===== config.mk =====
export PLATFORM = sky130hd
export DESIGN_NAME = rate_fallback_ctrl
export DESIGN_NICKNAME = d
export VERILOG_FILES = /design/src/rtl/rfc_pkg.sv /design/src/rtl/rfc_rate_pick.sv /design/src/rtl/rfc_lock_timer.sv /design/src/rtl/rfc_link_seq.sv /design/src/rtl/rate_fallback_ctrl.sv
export SDC_FILE = /design/constraint.sdc
export NUM_CORES = 1
export LEC_CHECK = 0
export BUFFER_PORTS_ARGS = -buffer_cell sky130_fd_sc_hd__buf_4
export CORE_AREA = 2 2 68 70
export CTS_CLUSTER_DIAMETER = 80
export CTS_CLUSTER_SIZE = 12
export DETAILED_ROUTE_END_ITERATION = 7
export DIE_AREA = 0 0 70 72
export GPL_TIMING_DRIVEN = 1
export PLACE_DENSITY = 0.76
export REMOVE_ABC_BUFFERS = 1
export SKIP_CTS_REPAIR_TIMING = 1
export SLEW_MARGIN = 20
export SYNTH_ARGS = -nofsm -noshare
export SYNTH_HDL_FRONTEND = slang
export SYNTH_SLANG_ARGS = --single-unit

===== constraint.sdc =====
create_clock -name clk -period 3.4 [get_ports clk]
set_input_delay 0.17 -clock clk [delete_from_list [all_inputs] [get_ports clk]]
set_output_delay 0.17 -clock clk [all_outputs]
set_load 0.05 [all_outputs]

===== src/rtl/rfc_pkg.sv =====
package rfc_pkg;
  localparam int NUM_RATES = 5;
  localparam int RATE_W    = 3;

  typedef logic [RATE_W-1:0]    rate_t;
  typedef logic [NUM_RATES-1:0] rmask_t;

  typedef enum logic [2:0] {
    ST_IDLE, ST_TRAIN, ST_LINKED, ST_RECOV, ST_FAILED, ST_MANUAL
  } lstate_e;

  typedef struct packed {
    logic  ok;
    rate_t idx;
  } pick_t;

  // highest supported code
  function automatic pick_t pick_top(rmask_t m);
    pick_t p;
    p.ok  = 1'b0;
    p.idx = '0;
    for (int i = 0; i < NUM_RATES; i++) begin
      if (m[i]) begin
        p.ok  = 1'b1;
        p.idx = rate_t'(i);
      end
    end
    return p;
  endfunction

  // highest supported code strictly below cur
  function automatic pick_t pick_below(rmask_t m, rate_t cur);
    pick_t p;
    p.ok  = 1'b0;
    p.idx = '0;
    for (int i = 0; i < NUM_RATES; i++) begin
      if (m[i] && (i < int'(cur))) begin
        p.ok  = 1'b1;
        p.idx = rate_t'(i);
      end
    end
    return p;
  endfunction

  // code r is a supported rate
  function automatic logic rate_legal(rmask_t m, rate_t r);
    logic ok;
    ok = 1'b0;
    for (int i = 0; i < NUM_RATES; i++) begin
      if (m[i] && (int'(r) == i)) ok = 1'b1;
    end
    return ok;
  endfunction
endpackage


===== src/rtl/rfc_rate_pick.sv =====
module rfc_rate_pick
  import rfc_pkg::*;
(
  input  rmask_t mask,
  input  rate_t  cur,
  output pick_t  top,
  output pick_t  below
);
  always_comb begin
    top   = pick_top(mask);
    below = pick_below(mask, cur);
  end
endmodule


===== src/rtl/rfc_lock_timer.sv =====
module rfc_lock_timer #(
  parameter int CW = 16
) (
  input  logic          clk,
  input  logic          rst_n,
  input  logic          clear,
  input  logic          run,
  input  logic [CW-1:0] limit,
  output logic          expired
);
  logic [CW-1:0] cnt;

  assign expired = run && (cnt >= limit);

  always_ff @(posedge clk) begin
    if (!rst_n)                cnt <= '0;
    else if (clear || expired) cnt <= '0;
    else if (run)              cnt <= cnt + 1'b1;
  end
endmodule


===== src/rtl/rfc_link_seq.sv =====
module rfc_link_seq
  import rfc_pkg::*;
(
  input  logic    clk,
  input  logic    rst_n,
  input  rmask_t  mask,
  input  logic    auto_en,
  input  rate_t   sw_rate,
  input  logic    sw_abort,
  input  logic    sw_restart,
  input  logic    rx_vld,
  input  rate_t   rx_rate,
  input  logic    sym_lock,
  input  logic    err_recov,
  input  logic    expired,
  input  pick_t   top,
  input  pick_t   below,
  output rate_t   tx_rate,
  output lstate_e state,
  output logic    fail,
  output logic    done,
  output logic    timer_clr,
  output logic    timer_run,
  output logic    ev_step,
  output logic    ev_lock
);
  lstate_e nxt_state;
  rate_t   nxt_rate;
  logic    nxt_fail;

  always_comb begin
    nxt_state = state;
    nxt_rate  = tx_rate;
    nxt_fail  = fail;
    ev_step   = 1'b0;
    ev_lock   = 1'b0;
    if (!auto_en) begin
      nxt_state = ST_MANUAL;
      if (rate_legal(mask, sw_rate)) nxt_rate = sw_rate;
    end else begin
      unique case (state)
        ST_IDLE: begin
          if (top.ok) begin
            nxt_state = ST_TRAIN;
            nxt_rate  = top.idx;
          end else begin
            nxt_state = ST_FAILED;
            nxt_fail  = 1'b1;
          end
        end
        ST_TRAIN: begin
          if (sw_abort) begin
            nxt_state = ST_FAILED;
            nxt_fail  = 1'b1;
          end else if (sym_lock && rx_vld && (rx_rate == tx_rate)) begin
            nxt_state = ST_LINKED;
            ev_lock   = 1'b1;
          end else if ((rx_vld && (rx_rate < tx_rate)) || expired) begin
            ev_step = 1'b1;
            if (below.ok) nxt_rate = below.idx;
            else begin
              nxt_state = ST_FAILED;
              nxt_fail  = 1'b1;
            end
          end
        end
        ST_LINKED: begin
          if (err_recov) nxt_state = ST_RECOV;
        end
        ST_RECOV: begin
          if (sw_abort) begin
            nxt_state = ST_FAILED;
            nxt_fail  = 1'b1;
          end else if (sym_lock) begin
            nxt_state = ST_LINKED;
            ev_lock   = 1'b1;
          end else if (expired) begin
            ev_step = 1'b1;
            if (below.ok) begin
              nxt_state = ST_TRAIN;
              nxt_rate  = below.idx;
            end else begin
              nxt_state = ST_FAILED;
              nxt_fail  = 1'b1;
            end
          end
        end
        ST_FAILED: begin
          if (sw_restart) begin
            nxt_state = ST_IDLE;
            nxt_fail  = 1'b0;
          end
        end
        default: nxt_state = ST_IDLE;
      endcase
    end
  end

  assign timer_run = (state == ST_TRAIN) || (state == ST_RECOV);
  assign timer_clr = ev_step || (nxt_state != state);

  always_ff @(posedge clk) begin
    if (!rst_n) begin
      state   <= ST_IDLE;
      tx_rate <= '0;
      fail    <= 1'b0;
      done    <= 1'b0;
    end else begin
      state   <= nxt_state;
      tx_rate <= nxt_rate;
      fail    <= nxt_fail;
      done    <= (nxt_rate != tx_rate);
    end
  end
endmodule


===== src/rtl/rate_fallback_ctrl.sv =====
module rate_fallback_ctrl
  import rfc_pkg::*;
#(
  parameter int CNT_W = 16
) (
  input  logic                 clk,
  input  logic                 rst_n,
  input  logic [NUM_RATES-1:0] sup_mask,
  input  logic                 auto_en,
  input  logic [RATE_W-1:0]    sw_rate,
  input  logic                 sw_abort,
  input  logic                 sw_restart,
  input  logic                 rx_rate_vld,
  input  logic [RATE_W-1:0]    rx_rate,
  input  logic                 sym_lock,
  input  logic                 err_recov,
  input  logic [CNT_W-1:0]     lock_limit,
  output logic [RATE_W-1:0]    tx_rate,
  output logic                 rate_chg_done,
  output logic                 link_up,
  output logic                 training,
  output logic                 train_fail
);
  pick_t   top_pick, below_pick;
  lstate_e state;
  logic    expired, timer_clr, timer_run;
  logic    ev_step, ev_lock;

  rfc_rate_pick u_pick (
    .mask  (sup_mask),
    .cur   (tx_rate),
    .top   (top_pick),
    .below (below_pick)
  );

  rfc_lock_timer #(.CW(CNT_W)) u_timer (
    .clk     (clk),
    .rst_n   (rst_n),
    .clear   (timer_clr),
    .run     (timer_run),
    .limit   (lock_limit),
    .expired (expired)
  );

  rfc_link_seq u_seq (
    .clk        (clk),
    .rst_n      (rst_n),
    .mask       (sup_mask),
    .auto_en    (auto_en),
    .sw_rate    (sw_rate),
    .sw_abort   (sw_abort),
    .sw_restart (sw_restart),
    .rx_vld     (rx_rate_vld),
    .rx_rate    (rx_rate),
    .sym_lock   (sym_lock),
    .err_recov  (err_recov),
    .expired    (expired),
    .top        (top_pick),
    .below      (below_pick),
    .tx_rate    (tx_rate),
    .state      (state),
    .fail       (train_fail),
    .done       (rate_chg_done),
    .timer_clr  (timer_clr),
    .timer_run  (timer_run),
    .ev_step    (ev_step),
    .ev_lock    (ev_lock)
  );

  assign link_up  = (state == ST_LINKED);
  assign training = (state == ST_TRAIN) || (state == ST_RECOV);
endmodule


==> impl_metrics.yaml, run 1 <==
sta:
  rsz0062_at_grt: "false"
  fin_crit_sh: 0.881
  slew_headroom: 0.366
  setup_tns_ns: 0
  period_minus_slack_ns: 3.00
  fmax_ghz: 0.334
  hold_viol_final: 0
  slew_viol_final: 0
  fin_worst_skew_ns: 0.00561
  tightest_slew_ns: 0.952
  finalSetupViolCount: 0
clocking:
  cts_tree: "yes"
  root_buffer: "clkbuf_8"
  cts_sinks: 24
  cts_inserted_buffers: 3
  clock_path_buffers: 2
  clock_latency_ns: 0.27
  ctsHtreeMaxLevel: 1
  cts.clk_slew.worst_paths_ns: 0.09
status:
  outcome: "finished clean"
setup_path:
  cp.arrival_ns: 3.11
  reg2regPathDepth: 10
  critical_path_class: "flip-flop to flip-flop"
  end_kind: "flip-flop"
  start_kind: "flip-flop"
  worstPathMaxFanout: 16
  worstPathRequired_ns: 3.52
cells_and_area:
  drive_above_1_share: 0.225
  n_antenna_cell: 0
  fill_cells: 408
  area_delta_synth_final_pct: 15.1
  finish.instance_area_um2: 2710
  multiInputGateArea_um2: 1690
  register_area_um2: 480
  stdcell_count: 377
  final_util: 0.635
  nets: 381
hold_path:
  whs_path_depth: 2
  hold_path_class: "input port to flip-flop"
floorplan:
  die_h_um: 72
  row_count: 24
  dieArea_um2: 5040
  start_util: 0.552
  boundaryPins: 42
  die_w_um: 70
  core_um2: 4260
yosys:
  yosysMostFrequentCell: "inv_1"
  synth-main-ff-cell: "dfxtp_1"
  synth_cell_types: 64
  yosysSeqAreaShare: 0.204
  synth-edff-count: 0
  synth_top_cell_by_area: "dfxtp_1"
  synth_commonest_cells: "26 x inv_1, 24 x dfxtp_1, 23 x nor2_1"
  yosys.area.top_type_share: 0.204
  syn_inst: 293
  synth_warnings: 0
  syn_area_per_cell_um2: 8.03
  ys_seq_elements: 24
  async_reset_ff_frac: 0
  ys_top_cells_by_area: "dfxtp_1 20%, ha_1 11%, nor4_2 5.3%"
  netlist_area_um2: 2350
placement:
  gp_congestion: 0.927
  placed_cells: 373
  placed_area_um2: 2650
  dp_hpwl_um: 4570
  portBuffers: 41
drt:
  drtPass1Iterations: 5
  via_per_inst: 6.24
  route.detailed.drc: 0
  drt_wl_total_um: 5980
  dr_total_vias: 2352
  drt_iter0_markers: 135
  post_drt_wl_per_cell_um: 15.9
  ant_nets: 0
power:
  p_int_mw: 0.495
  leakage_nw: 1.15
  combPwrFrac: 0.330
  clkPwrFrac: 0.268
  p_sw_mw: 0.259
  peakVddDrop_mv: 0.164
  switching_share: 0.343
  pwr_density_cell_nw_per_um2: 279
  p_seq_frac: 0.402
global_routing:
  track_usage: 0.242
  antenna_found_initial: 0
  grt_pass1_wl_um: 9910
  grt_pass1_vias: 2132
  grt_overflow: 0
  grt_start_max_net_pins: 21
job:
  maxCapViolations: 0
## cells in the final DEF, fill, tap and decap left out, types with 3 or more instances in the layout
cell type	synthesis	routed
o21ai_1	5	5
nand4_1	4	4
nand3_1	16	16
mux2i_1	3	3
o31ai_1	3	3
inv_1	26	26
buf_4	2	43
ha_1	20	20
nor2_1	23	23
dfxtp_1	24	24
clkbuf_8	0	4
o221ai_1	3	3
o21a_1	4	4
nor4_1	6	6
xnor2_1	4	4
a21oi_2	3	3
and3_1	5	5
a21oi_1	18	18
nor4b_1	3	3
nand2b_1	8	8
nand2_1	17	17
nor4_2	10	10
xor2_1	12	12
o21ai_0	11	11
## through the flow
step | hold WS [ns] | setup slack (ns) | total power, mW
2_1_floorplan | 0.271 | 0.405 | 0.463
3_3_place_gp | 0.453 | 0.563 | 0.552
3_5_place_dp | 0.457 | 0.433 | 0.555
4_1_cts | 0.176 | 0.410 | 0.750
5_1_grt | 0.180 | 0.214 | 0.789
6_report | 0.173 | 0.404 | 0.754
## power by group through the flow
stage / combinational [mW] / clock [mW] / sequential, mW
2_1_floorplan: 0.134 / 0 / 0.329
5_1_grt: 0.271 / 0.213 / 0.304
4_1_cts: 0.247 / 0.201 / 0.303
3_5_place_dp: 0.246 / 0 / 0.309
3_3_place_gp: 0.243 / 0 / 0.309
6_report: 0.249 / 0.202 / 0.303
## worst paths after layout
path,start,endpoint,slack [ns]
max reg2reg,u_seq.tx_rate[1],u_timer.cnt[2],0.40
min reg2reg,u_seq.fail,u_seq.fail,0.55
max,u_seq.tx_rate[1],u_timer.cnt[2],0.40
min,rst_n,u_seq.state[1],0.17
## critical path, stage by stage, from the launching register on
cell and delay (ns):
dfxtp_1 0.52, inv_1 0.15, ha_1 0.31, nor2b_1 0.13, o21ai_0 0.21, nand4b_1 0.17, o211a_1 0.17, and2_1 0.22
o31a_4 0.31, o211ai_4 0.51, nor4_1 0.12
## per-layer routing
metal,track usage,routed length (µm),vias to the layer above
met5,0,0,-
met3,0.0222,307,8
li1,-,-,1150
met1,0.306,2550,1118
met2,0.439,3030,76
met4,0.0726,91,0
## registers in the layout (all words and copies together), names as in the netlist
name	flops
u_seq.state	3
u_seq.tx_rate	3
u_seq.done	1
u_seq.fail	1
u_timer.cnt	16
## cells by family (layout without fill, tap and decap cells)
logic type	after synthesis	count (layout)	share of synthesized area
AND/OR/NAND/NOR	109	109	0.282
adder cells (fa/ha/maj)	20	20	0.106
flip-flops	24	24	0.204
multiplexers	4	4	0.0223
AO/OA/AOI/OAI	79	79	0.246
buffers and inverters	41	73	0.0787
XOR/XNOR	16	16	0.0596
## cell type report
| class | count | area share |
|---|---|---|
| tap | 52 | 0.0240 |
| clock buffer | 4 | 0.0203 |
| multi-input combinational | 228 | 0.623 |
| sequential | 24 | 0.177 |
| timing repair buffer | 43 | 0.119 |
| inverter | 26 | 0.0360 |
No activity file was read; power rests on OpenSTA's default activity.
==> run 2: changes to the inputs <==
CORE_AREA = 2 2 62 76   (was 2 2 68 70)
DIE_AREA = 0 0 64 78   (was 0 0 70 72)
==> impl_metrics.yaml, run 2 (synthesis gave the netlist of run 1 again) <==
status:
  outcome: "finished clean"
cells_and_area:
  n_antenna_cell: 0
  largest_reg_flops: 16
  final_util: 0.643
  largest-register: "u_timer.cnt"
  area_delta_synth_final_pct: 14.7
  drive_above_1_share: 0.222
  final_common_cell: "buf_4"
  final_cell_mix: "43 x buf_4, 26 x inv_1, 24 x dfxtp_1"
  register_area_um2: 480
  stdcell_count: 380
  nets: 381
  reg.largest.list: "u_timer.cnt x16, u_seq.state x3, u_seq.tx_rate x3"
  fill_cells: 378
  multiInputGateArea_um2: 1690
setup_path:
  critical-path-top-delay-family: "compound AO/OA/AOI/OAI gates"
  worstPathRequired_ns: 3.52
  path_buf_inv: 1
  end_kind: "flip-flop"
  crit_path_top_delay_cell: "dfxtp_1"
  crit_chain: "inv_1, ha_1, and4_4, a21oi_2, nand4b_1, o211a_1, and2_1, o31a_4, o211ai_4, nor4_1"
  reg2regPathDepth: 10
  worstPathMaxFanout: 16
  critical_path_class: "flip-flop to flip-flop"
  start_kind: "flip-flop"
  path_depth: 10
  cp.arrival_ns: 3.18
  worst_path_largest_cell_delay_ns: 0.63
  r2r_slack_ns: 0.34
sta:
  setup_tns_ns: 0
  finalSetupViolCount: 0
  period_minus_slack_ns: 3.06
  tightest_slew_ns: 0.908
  setup_ws_ns: 0.337
  slew_viol_final: 0
  fin_worst_skew_ns: 0.00243
  fmax_ghz: 0.327
  fin_crit_sh: 0.901
  hold_viol_final: 0
  rsz0062_at_grt: "false"
  slew_headroom: 0.394
floorplan:
  core_um2: 4200
  start_util: 0.561
  dieArea_um2: 4990
  boundaryPins: 42
  die_h_um: 78
  row_count: 26
  die_w_um: 64
global_routing:
  grt_pass1_vias: 2279
  antenna_found_initial: 0
  grt_pass1_wl_um: 9920
  grt_overflow: 0
  grt_start_max_net_pins: 21
  track_usage: 0.245
drt:
  route.detailed.drc: 0
  dr_total_vias: 2312
  drt_iter0_markers: 62
  post_drt_wl_per_cell_um: 15.0
  via_per_inst: 6.08
  drtPass1Iterations: 4
  ant_nets: 0
  drt_wl_total_um: 5690
clocking:
  clock_latency_ns: 0.27
  cts_tree: "yes"
  root_buffer: "clkbuf_8"
  ctsHtreeMaxLevel: 1
  cts.clk_slew.worst_paths_ns: 0.09
  cts_sinks: 24
  clock_path_buffers: 2
  cts_inserted_buffers: 3
placement:
  portBuffers: 41
  gp_congestion: 0.925
  placed_cells: 377
  dp_hpwl_um: 4510
  pre_cts_ws_ns: 0.440
power:
  pwr_density_cell_nw_per_um2: 268
  peakVddDrop_mv: 0.231
  leakage_nw: 1.14
job:
  maxCapViolations: 0
hold_path:
  whs_path_depth: 2
  hold_path_class: "input port to flip-flop"
[run 2: final timing paths]
| check | start | endpoint |
|---|---|---|
| max | u_seq.tx_rate[2] | u_timer.cnt[5] |
| min | rst_n | u_seq.state[1] |
| max reg2reg | u_seq.tx_rate[2] | u_timer.cnt[5] |
| min reg2reg | u_seq.fail | u_seq.fail |
[run 2: where the power goes]
group          total, mW  internal, mW  switching (mW)
sequential         0.306         0.289          0.0169
clock              0.173        0.0794          0.0936
combinational      0.244         0.102           0.142
[run 2: metal layers]
metal,wire length (µm),global-route usage,vias to the layer above,part of all wire
met5,0,0,-,0
met4,157,0.100,0,0.028
met3,224,0.0217,14,0.039
met2,2930,0.451,66,0.52
met1,2370,0.286,1085,0.42
li1,-,-,1147,-
[run 2: final cells by class]
cell class,instances,area share
clock buffer,3,0.0153
inverter,26,0.0362
multi-input combinational,228,0.625
sequential,24,0.178
tap,56,0.0260
timing repair buffer,43,0.120
[run 2: per-stage QoR]
stage / area (µm²) / hold slack, ns / power (mW)
after detailed placement: 2660 / 0.469 / 0.553
after global routing: 2700 / 0.202 / 0.761
after CTS: 2700 / 0.189 / 0.725
after global placement: 2660 / 0.463 / 0.551
after floorplan: 2260 / 0.271 / 0.463
final: 2700 / 0.185 / 0.723
==> run 3: changes to the inputs <==
CORE_AREA = 2 2 70 85   (was 2 2 62 76)
DIE_AREA = 0 0 72 87   (was 0 0 64 78)
PLACE_DENSITY = 0.74   (was 0.76)
==> impl_metrics.yaml, run 3 (synthesis gave the netlist of run 1 again) <==
global_routing:
  grt_pass1_vias: 2139
  grt_overflow: 0
  grt_pass1_wl_um: 9790
  antenna_found_initial: 0
  track_usage: 0.191
  grt_start_max_net_pins: 21
job:
  maxCapViolations: 0
clocking:
  ctsHtreeMaxLevel: 1
  cts_tree: "yes"
  cts.clk_slew.worst_paths_ns: 0.09
  root_buffer: "clkbuf_8"
  cts_sinks: 24
  clock_latency_ns: 0.27
  clock_path_buffers: 2
  cts_inserted_buffers: 3
drt:
  dr_total_vias: 2353
  drtPass1Iterations: 5
  drt_iter0_markers: 121
  via_per_inst: 6.05
  post_drt_wl_per_cell_um: 14.8
  drt_wl_total_um: 5750
  ant_nets: 0
  route.detailed.drc: 0
cells_and_area:
  finish.instance_area_um2: 2720
  stdcell_count: 389
  reg.largest.list: "u_timer.cnt x16, u_seq.state x3, u_seq.tx_rate x3"
  largest_reg_flops: 16
  n_antenna_cell: 0
  drive_above_1_share: 0.225
  largest-register: "u_timer.cnt"
  final_cell_mix: "43 x buf_4, 26 x inv_1, 24 x dfxtp_1"
  nets: 381
  area_delta_synth_final_pct: 15.7
  final_common_cell: "buf_4"
setup_path:
  cp.arrival_ns: 3.10
  crit_path_top_delay_cell: "dfxtp_1"
  worstPathMaxFanout: 16
  r2r_slack_ns: 0.41
  critical_path_class: "flip-flop to flip-flop"
  end_kind: "flip-flop"
  start_kind: "flip-flop"
  worstPathRequired_ns: 3.51
  worst_path_largest_cell_delay_ns: 0.53
  crit_chain: "inv_1, ha_1, nor2b_1, o21ai_0, nand4b_1, o211a_1, and2_1, o31a_4, o211ai_4, nor4_1"
power:
  leakage_nw: 1.15
  pwr_density_cell_nw_per_um2: 274
  peakVddDrop_mv: 0.126
sta:
  tightest_slew_ns: 0.979
  period_minus_slack_ns: 2.99
  hold_viol_final: 0
  setup_tns_ns: 0
  slew_headroom: 0.348
  rsz0062_at_grt: "false"
  fin_crit_sh: 0.879
  fin_worst_skew_ns: 0.0113
  fmax_ghz: 0.335
  slew_viol_final: 0
  finalSetupViolCount: 0
floorplan:
  start_util: 0.426
  die_w_um: 72
  boundaryPins: 42
  row_count: 30
  die_h_um: 87
  dieArea_um2: 6260
  core_um2: 5520
placement:
  gp_congestion: 0.907
  placed_area_um2: 2670
  placed_cells: 385
  dp_hpwl_um: 4580
  portBuffers: 41
hold_path:
  hold_path_class: "input port to flip-flop"
status:
  outcome: "finished clean"
-- run 3: cell types whose count changed in the layout (fill, tap and decap cells not counted) --
| cell | change |
|---|---|
| clkbuf_8 | +1 |
-- run 3: worst max-delay path, delay by kind of cell (launching register included) --
kind                     cells  cell delay [ns]
AO/OA/AOI/OAI                4             1.19
AND/OR/NAND/NOR              4             0.63
buffers and inverters        1             0.15
flip-flops                   1             0.53
adder cells (fa/ha/maj)      1             0.31
-- run 3: worst paths after layout --
kind                                        from  cells past startpoint             end
worst min-delay path                       rst_n                      2  u_seq.state[1]
worst max register to register  u_seq.tx_rate[1]                     10  u_timer.cnt[5]
worst min register to register        u_seq.fail                      1      u_seq.fail
worst max-delay path            u_seq.tx_rate[1]                     10  u_timer.cnt[5]
-- run 3: area by class of cell --
cell class                      instances  area, µm²
Tap cell                               64       80.1
Sequential cell                        24        480
Inverter                               26       97.6
Clock buffer                            4       55.1
Timing Repair Buffer                   43        323
Fill cell                             552       2800
Multi-Input combinational cell        228       1690
-- run 3: where the power goes --
group	internal (mW)	switching (mW)
Combinational	0.102	0.144
Clock	0.104	0.0938
Sequential	0.289	0.0135
-- run 3: metal layers --
layer,global-route usage,part of all wire
met2,0.340,0.50
met5,0,0
met3,0.0266,0.058
met1,0.233,0.41
met4,0.0686,0.025
-- run 3: through the flow --
| stage | setup WS [ns] | hold slack [ns] | power (mW) | util |
|---|---|---|---|---|
| 4_1_cts | 0.459 | 0.172 | 0.746 | 0.493 |
| 3_5_place_dp | 0.487 | 0.461 | 0.553 | 0.483 |
| 6_report | 0.412 | 0.174 | 0.746 | 0.493 |
| 3_3_place_gp | 0.593 | 0.463 | 0.550 | 0.483 |
| 5_1_grt | 0.131 | 0.173 | 0.788 | 0.493 |
| 2_1_floorplan | 0.405 | 0.271 | 0.463 | - |
